==> src/rtl/can_bt_pkg.sv <==
package can_bt_pkg;
  typedef enum logic [1:0] {
    PH_SYNC = 2'd0,
    PH_SEG1 = 2'd1,
    PH_SEG2 = 2'd2
  } bt_phase_t;
endpackage

==> src/rtl/can_bt_cfg.sv <==
module can_bt_cfg #(
  parameter int BRP_W   = 6,
  parameter int SJW_W   = 2,
  parameter int TS1_W   = 4,
  parameter int TS2_W   = 3,
  parameter int TS1_RST = 3,
  parameter int TS2_RST = 2
) (
  input  logic             clk,
  input  logic             rst,
  input  logic             unlock,
  input  logic             we,
  input  logic [BRP_W-1:0] wr_brp,
  input  logic [SJW_W-1:0] wr_sjw,
  input  logic [TS1_W-1:0] wr_ts1,
  input  logic [TS2_W-1:0] wr_ts2,
  input  logic             wr_tri,
  output logic [BRP_W-1:0] brp,
  output logic [SJW_W-1:0] sjw,
  output logic [TS1_W-1:0] ts1,
  output logic [TS2_W-1:0] ts2,
  output logic             tri_mode
);
  always_ff @(posedge clk) begin
    if (rst) begin
      brp      <= '0;
      sjw      <= '0;
      ts1      <= TS1_W'(TS1_RST);
      ts2      <= TS2_W'(TS2_RST);
      tri_mode <= 1'b0;
    end else if (we && unlock) begin
      brp      <= wr_brp;
      sjw      <= wr_sjw;
      ts1      <= wr_ts1;
      ts2      <= wr_ts2;
      tri_mode <= wr_tri;
    end
  end
endmodule

==> src/rtl/can_bt_prescaler.sv <==
module can_bt_prescaler #(
  parameter int BRP_W = 6
) (
  input  logic             clk,
  input  logic             rst,
  input  logic             hold,
  input  logic [BRP_W-1:0] brp,
  output logic             tick
);
  logic [BRP_W-1:0] cnt;

  assign tick = !hold && (cnt == brp);

  always_ff @(posedge clk) begin
    if (rst || hold) cnt <= '0;
    else if (cnt == brp) cnt <= '0;
    else cnt <= cnt + BRP_W'(1);
  end
endmodule

==> src/rtl/can_bt_sampler.sv <==
module can_bt_sampler (
  input  logic clk,
  input  logic rst,
  input  logic hold,
  input  logic tick,
  input  logic rx_in,
  input  logic tri_mode,
  output logic fall_edge,
  output logic level
);
  logic       rx_q;
  logic [1:0] hist;
  logic       vote;

  always_ff @(posedge clk) begin
    if (rst) rx_q <= 1'b1;
    else     rx_q <= rx_in;
  end

  always_ff @(posedge clk) begin
    if (rst)       hist <= 2'b11;
    else if (hold) hist <= {rx_q, rx_q};
    else if (tick) hist <= {hist[0], rx_q};
  end

  assign vote      = (hist[1] & hist[0]) | (hist[1] & rx_q) | (hist[0] & rx_q);
  assign fall_edge = hist[0] & ~rx_q;
  assign level     = tri_mode ? vote : rx_q;
endmodule

==> src/rtl/can_bt_engine.sv <==
module can_bt_engine
  import can_bt_pkg::*;
#(
  parameter int SJW_W = 2,
  parameter int TS1_W = 4,
  parameter int TS2_W = 3
) (
  input  logic             clk,
  input  logic             rst,
  input  logic             hold,
  input  logic             tick,
  input  logic             fall_edge,
  input  logic             hard_en,
  input  logic [SJW_W-1:0] sjw,
  input  logic [TS1_W-1:0] ts1,
  input  logic [TS2_W-1:0] ts2,
  output logic             smp_now
);
  localparam int SEGW = (TS1_W > TS2_W) ? TS1_W : TS2_W;
  localparam int QW   = ((SEGW > SJW_W) ? SEGW : SJW_W) + 2;

  bt_phase_t       ph, ph_n;
  logic [QW-1:0]   qcnt, q_n;
  logic [QW-1:0]   ext, ext_n;
  logic [QW-1:0]   cut, cut_n;
  logic            done, done_n;
  logic [QW-1:0]   jump, perr, left;
  logic            resync;

  assign jump   = QW'(sjw) + QW'(1);
  assign perr   = qcnt + QW'(1);
  assign left   = QW'(ts2) - qcnt;
  assign resync = fall_edge && !done;

  always_comb begin
    ph_n    = ph;
    q_n     = qcnt;
    ext_n   = ext;
    cut_n   = cut;
    done_n  = done;
    smp_now = 1'b0;
    if (tick) begin
      if (hard_en && fall_edge) begin
        ph_n   = PH_SEG1;
        q_n    = '0;
        ext_n  = '0;
        cut_n  = '0;
        done_n = 1'b1;
      end else begin
        case (ph)
          PH_SEG1: begin
            if (resync) begin
              ext_n  = (perr < jump) ? perr : jump;
              done_n = 1'b1;
            end
            if (qcnt == QW'(ts1) + ext_n) begin
              smp_now = 1'b1;
              ph_n    = PH_SEG2;
              q_n     = '0;
            end else begin
              q_n = qcnt + QW'(1);
            end
          end
          PH_SEG2: begin
            if (resync && (left <= QW'(sjw))) begin
              ph_n   = PH_SEG1;
              q_n    = '0;
              ext_n  = '0;
              cut_n  = '0;
              done_n = 1'b0;
            end else begin
              if (resync) begin
                cut_n  = jump;
                done_n = 1'b1;
              end
              if (qcnt == QW'(ts2) - cut_n) begin
                ph_n = PH_SYNC;
                q_n  = '0;
              end else begin
                q_n = qcnt + QW'(1);
              end
            end
          end
          default: begin
            ph_n   = PH_SEG1;
            q_n    = '0;
            ext_n  = '0;
            cut_n  = '0;
            done_n = 1'b0;
          end
        endcase
      end
    end
  end

  always_ff @(posedge clk) begin
    if (rst || hold) begin
      ph   <= PH_SYNC;
      qcnt <= '0;
      ext  <= '0;
      cut  <= '0;
      done <= 1'b0;
    end else begin
      ph   <= ph_n;
      qcnt <= q_n;
      ext  <= ext_n;
      cut  <= cut_n;
      done <= done_n;
    end
  end
endmodule

==> src/rtl/can_bit_timer.sv <==
module can_bit_timer #(
  parameter int BRP_W = 6,
  parameter int SJW_W = 2,
  parameter int TS1_W = 4,
  parameter int TS2_W = 3
) (
  input  logic             clk,
  input  logic             rst,
  input  logic             cfg_mode,
  input  logic             cfg_we,
  input  logic [BRP_W-1:0] cfg_prescale,
  input  logic [SJW_W-1:0] cfg_sjw,
  input  logic [TS1_W-1:0] cfg_seg1,
  input  logic [TS2_W-1:0] cfg_seg2,
  input  logic             cfg_triple,
  input  logic             bus_idle,
  input  logic             rx_in,
  output logic             sample_stb,
  output logic             bit_val,
  output logic [BRP_W-1:0] rd_prescale,
  output logic [SJW_W-1:0] rd_sjw,
  output logic [TS1_W-1:0] rd_seg1,
  output logic [TS2_W-1:0] rd_seg2,
  output logic             rd_triple
);
  localparam int SEG1_RESET = 3;
  localparam int SEG2_RESET = 2;

  logic tq_tick;
  logic fall_edge;
  logic level;
  logic smp_now;

  can_bt_cfg #(
    .BRP_W(BRP_W), .SJW_W(SJW_W), .TS1_W(TS1_W), .TS2_W(TS2_W),
    .TS1_RST(SEG1_RESET), .TS2_RST(SEG2_RESET)
  ) u_cfg (
    .clk(clk), .rst(rst), .unlock(cfg_mode), .we(cfg_we),
    .wr_brp(cfg_prescale), .wr_sjw(cfg_sjw), .wr_ts1(cfg_seg1),
    .wr_ts2(cfg_seg2), .wr_tri(cfg_triple),
    .brp(rd_prescale), .sjw(rd_sjw), .ts1(rd_seg1), .ts2(rd_seg2),
    .tri_mode(rd_triple)
  );

  can_bt_prescaler #(.BRP_W(BRP_W)) u_pre (
    .clk(clk), .rst(rst), .hold(cfg_mode), .brp(rd_prescale), .tick(tq_tick)
  );

  can_bt_sampler u_smp (
    .clk(clk), .rst(rst), .hold(cfg_mode), .tick(tq_tick), .rx_in(rx_in),
    .tri_mode(rd_triple), .fall_edge(fall_edge), .level(level)
  );

  can_bt_engine #(.SJW_W(SJW_W), .TS1_W(TS1_W), .TS2_W(TS2_W)) u_eng (
    .clk(clk), .rst(rst), .hold(cfg_mode), .tick(tq_tick),
    .fall_edge(fall_edge), .hard_en(bus_idle), .sjw(rd_sjw),
    .ts1(rd_seg1), .ts2(rd_seg2), .smp_now(smp_now)
  );

  always_ff @(posedge clk) begin
    if (rst) begin
      sample_stb <= 1'b0;
      bit_val    <= 1'b1;
    end else begin
      sample_stb <= smp_now;
      if (smp_now) bit_val <= level;
    end
  end
endmodule

==> config.mk <==
export PLATFORM = sky130hd
export DESIGN_NAME = can_bit_timer
export DESIGN_NICKNAME = d
export VERILOG_FILES = /design/src/rtl/can_bt_pkg.sv /design/src/rtl/can_bt_cfg.sv /design/src/rtl/can_bt_prescaler.sv /design/src/rtl/can_bt_sampler.sv /design/src/rtl/can_bt_engine.sv /design/src/rtl/can_bit_timer.sv
export SDC_FILE = /design/constraint.sdc
export NUM_CORES = 1
export LEC_CHECK = 0
export BUFFER_PORTS_ARGS = -buffer_cell sky130_fd_sc_hd__buf_2
export CORE_ASPECT_RATIO = 1.75
export CORE_MARGIN = 2
export CORE_UTILIZATION = 57
export CTS_CLUSTER_SIZE = 20
export DETAILED_ROUTE_END_ITERATION = 8
export GPL_ROUTABILITY_DRIVEN = 0
export PLACE_DENSITY_LB_ADDON = 0.25
export SETUP_SLACK_MARGIN = 0.5
export SYNTH_ARGS = -nofsm -noshare
export SYNTH_HDL_FRONTEND = slang
export SYNTH_SLANG_ARGS = --single-unit
==> constraint.sdc <==
create_clock -name clk -period 4.35 [get_ports clk]
set_input_delay 0.435 -clock clk [delete_from_list [all_inputs] [get_ports clk]]
set_output_delay 0.435 -clock clk [all_outputs]
set_load 0.03 [all_outputs]
==> run summary <==
Post-layout total power = 989 uW
Die Footprint = 5620 um2
Syn Area/Cell = 8.28 um2
Ys flop type = dfxtp_1
Setup TNS = 0 ns
Pwr dens = 286 nW/um2
Vias = 2654
Grt ovf = 0
HPWL after DPL = 5.34 mm
Endpoints failing setup = 0
First-pass GRT wire length = 12.2 mm
Clock buffer depth = 2
# rows = 34
Placed cells = 430
Req. time, crit path = 4.58 ns
Switching power = 275 uW
Tcrit/Tclk final = 87.0%
Fin nets = 438
Logic pwr share = 18.6%
Final WL = 7.16 mm
Critical Path Sink Type = flip-flop
Worst-margin pin slew = 0.745 ns
Count leader, synth = nand2_1
Largest net degree at the start of global routing = 25
Met1 GRT Util = 28.6%
Cell Area, Synth = 2860 um2
Share of cells above drive strength 1 = 24.8%
Achievable frequency = 264 MHz
Core Util, Final = 70.7%
Met2 usage = 50.3%
Int Power = 713 uW
Worst hold path class = in -> reg
Clk_lat worst skew = 0.30 ns
# clock sinks = 48
Sequential share of the synthesized area = 33.6%
Overall routing resource usage = 27.4%
Max Cap Violations = 0
Worst path top cell family by delay = compound AO/OA/AOI/OAI gates
Die height = 97.7 um
CTS H-Tree Depth = 2
TritonCTS Buffers = 5
Slowest-stage cell, CP = dfxtp_4
Crit path DAT = 4.02 ns
Synthesized Nets = 389
Layout area overhead = 21.2%
Post-synth EDFFs = 0
Root buf cell = clkbuf_8
Hold Slack = 0.315 ns
Critical path class = reg -> reg
Fraction of registers with async set/reset = 0%
CTS clock-pin slew for the worst setup and hold paths = 0.09 ns
Post-Syn Instances = 345
Top-area cell type share of the netlist area = 33.6%
Max Slew Vio Count = 0
Normalized max-slew margin = 50.0%
Clk pwr share = 34.5%
Antenna viol nets, final = 0
Post-synth cell types = 56
Multi-input logic area = 1910 um2
Avg WL per Cell = 15.9 um
Max VDD drop = 325 uV
Switching Share = 27.9%
Pre-antenna DRT Iters = 5
Leakage = 0.00136 uW
Worst-path fanout max = 7
Crit start category = flip-flop
Non-filler cells, final = 449
Vias in the first global route = 2747
Antenna fix cells = 0
Placeable Area = 4890 um2
Skew final = 0.00894 ns
# fillers = 403
Status = completed
Drt via density = 5.91
Initial drt markers = 61
Flop pwr share = 46.9%
Area leader, netlist = dfxtp_1
RSZ-0062 raised after global routing = yes
Synth warn = 0
Initial Util = 58.4%
Critical path, cell by cell = ha_4 -> xor2_2 -> ha_1 -> nor2b_4 -> nor4_4 -> mux2_4 -> o21ai_2 -> ha_2 -> buf_4 -> a21oi_2 -> o211ai_1 -> xor2_1 -> and3_1 -> o211a_1 -> o32a_4 -> or3b_1 -> a21oi_1
Busiest layer in global routing = met2
DRC = 0
# port buffers = 39
Critical Path Max Stage Delay = 0.36 ns
GR met3 Demand/Resource = 3.33%
CP bufs+invs = 1
Hold-fix buffers, CTS = 0
Top cells by area, synth = dfxtp_1 (34%), ha_1 (8.3%), nand2_1 (7.1%), xnor2_1 (5.5%), a21oi_1 (5.4%)
Initial antenna violation count = 0
Synth cell count leaders = nand2_1 (54), dfxtp_1 (48), a21oi_1 (31)
Reg area = 972 um2
Synth Register Bits = 48
Tmin final = 3.78 ns
IO Count = 40
CTS tree = built
Horiz. Die Dim = 57.5 um
Final Hold Fails = 0
## kinds of logic (layout without fill, tap and decap cells)
group | Yosys count | count (layout) | share of synthesized area, %
mux | 10 | 10 | 3.59
compound gates | 71 | 71 | 16.2
flops | 48 | 48 | 33.6
xor+xnor | 28 | 28 | 8.59
simple gates | 135 | 135 | 23.4
fa+ha+maj | 22 | 22 | 10.4
buf+inv | 31 | 81 | 4.20
## path summary, 6_finish.rpt
| check | slack (ns) | depth (start not counted) | endpoint | start |
|---|---|---|---|---|
| worst max register to register | 0.57 | 17 | u_eng.qcnt[4] | u_eng.qcnt[1] |
| worst min-delay path | 0.32 | 2 | u_smp.rx_q | rx_in |
| worst min register to register | 0.46 | 1 | u_eng.ext[3] | u_eng.ext[3] |
| worst max-delay path | 0.57 | 17 | u_eng.qcnt[4] | u_eng.qcnt[1] |
## per-stage QoR
step           instance area (um2)  worst slack (ns)
3_3_place_gp                  3110             0.361
2_1_floorplan                 2860             0.508
3_5_place_dp                  3110             0.224
4_1_cts                       3420             0.415
5_1_grt                       3460             0.380
6_report                      3460             0.566
## cell type report
| type | count | area share, % |
|---|---|---|
| clock buffers | 6 | 2.39 |
| clock inverters | 2 | 1.12 |
| well taps | 54 | 1.95 |
| multi-input cells | 266 | 55.3 |
| repair buffers | 56 | 9.33 |
| flip-flops and latches | 48 | 28.1 |
| inverters | 17 | 1.84 |
## layout by cell type (no fill, tap or decap), types with 2 or more instances in the layout
| cell | count |
|---|---|
| o211ai_1 | 2 |
| nand3b_1 | 3 |
| o21ai_0 | 4 |
| nand2_1 | 54 |
| clkbuf_8 | 6 |
| dfxtp_2 | 3 |
| nor3_1 | 8 |
| nand4_1 | 2 |
| nor3_2 | 2 |
| fa_1 | 2 |
| dfxtp_1 | 43 |
| and2_1 | 5 |
| nand2b_1 | 7 |
| o21bai_1 | 2 |
| inv_1 | 16 |
| buf_4 | 17 |
| nand3_1 | 8 |
| dfxtp_4 | 2 |
| or3_1 | 3 |
| ha_4 | 3 |
| a31oi_1 | 2 |
| nor3b_1 | 2 |
| o22ai_1 | 2 |
| or2_2 | 3 |
| and3_1 | 3 |
| nor2b_1 | 3 |
| a21oi_1 | 28 |
| a21oi_2 | 3 |
| a21o_1 | 2 |
| buf_2 | 39 |
| o31a_1 | 2 |
| xnor2_1 | 18 |
| xor2_1 | 9 |
| nor2_1 | 21 |
| ha_1 | 15 |
| a22oi_1 | 3 |
| mux2i_1 | 8 |
| o21ai_1 | 5 |
## registers in the layout, summed over array words and instances (netlist names), 2 cells and up
register,flops
u_eng.qcnt,6
u_cfg.ts1,4
u_cfg.brp,6
u_cfg.sjw,2
u_pre.cnt,6
u_eng.ext,6
u_eng.ph,2
u_smp.hist,2
u_eng.cut,6
u_cfg.ts2,3
## power by group through the flow
stage | sequential (uW) | clock [uW] | combinational, uW
2_1_floorplan | 486 | 0 | 103
3_3_place_gp | 475 | 0 | 159
3_5_place_dp | 475 | 0 | 163
4_1_cts | 463 | 347 | 178
5_1_grt | 465 | 362 | 201
6_report | 463 | 341 | 184
## per-layer routing
layer | vias to the layer above | part of all wire, %
met5 | - | 0
li1 | 1289 | -
met2 | 75 | 56
met1 | 1261 | 36
met3 | 29 | 3.4
met4 | 0 | 4.8
## repair_timing
item                                    4_1_cts  5_1_grt
endpoints found under the setup margin       10       10
pin swaps                                    25        9
resized for setup                            26        8
setup buffers                                10        1
gates cloned                                  0        0
No activity file was read; power rests on OpenSTA's default activity.
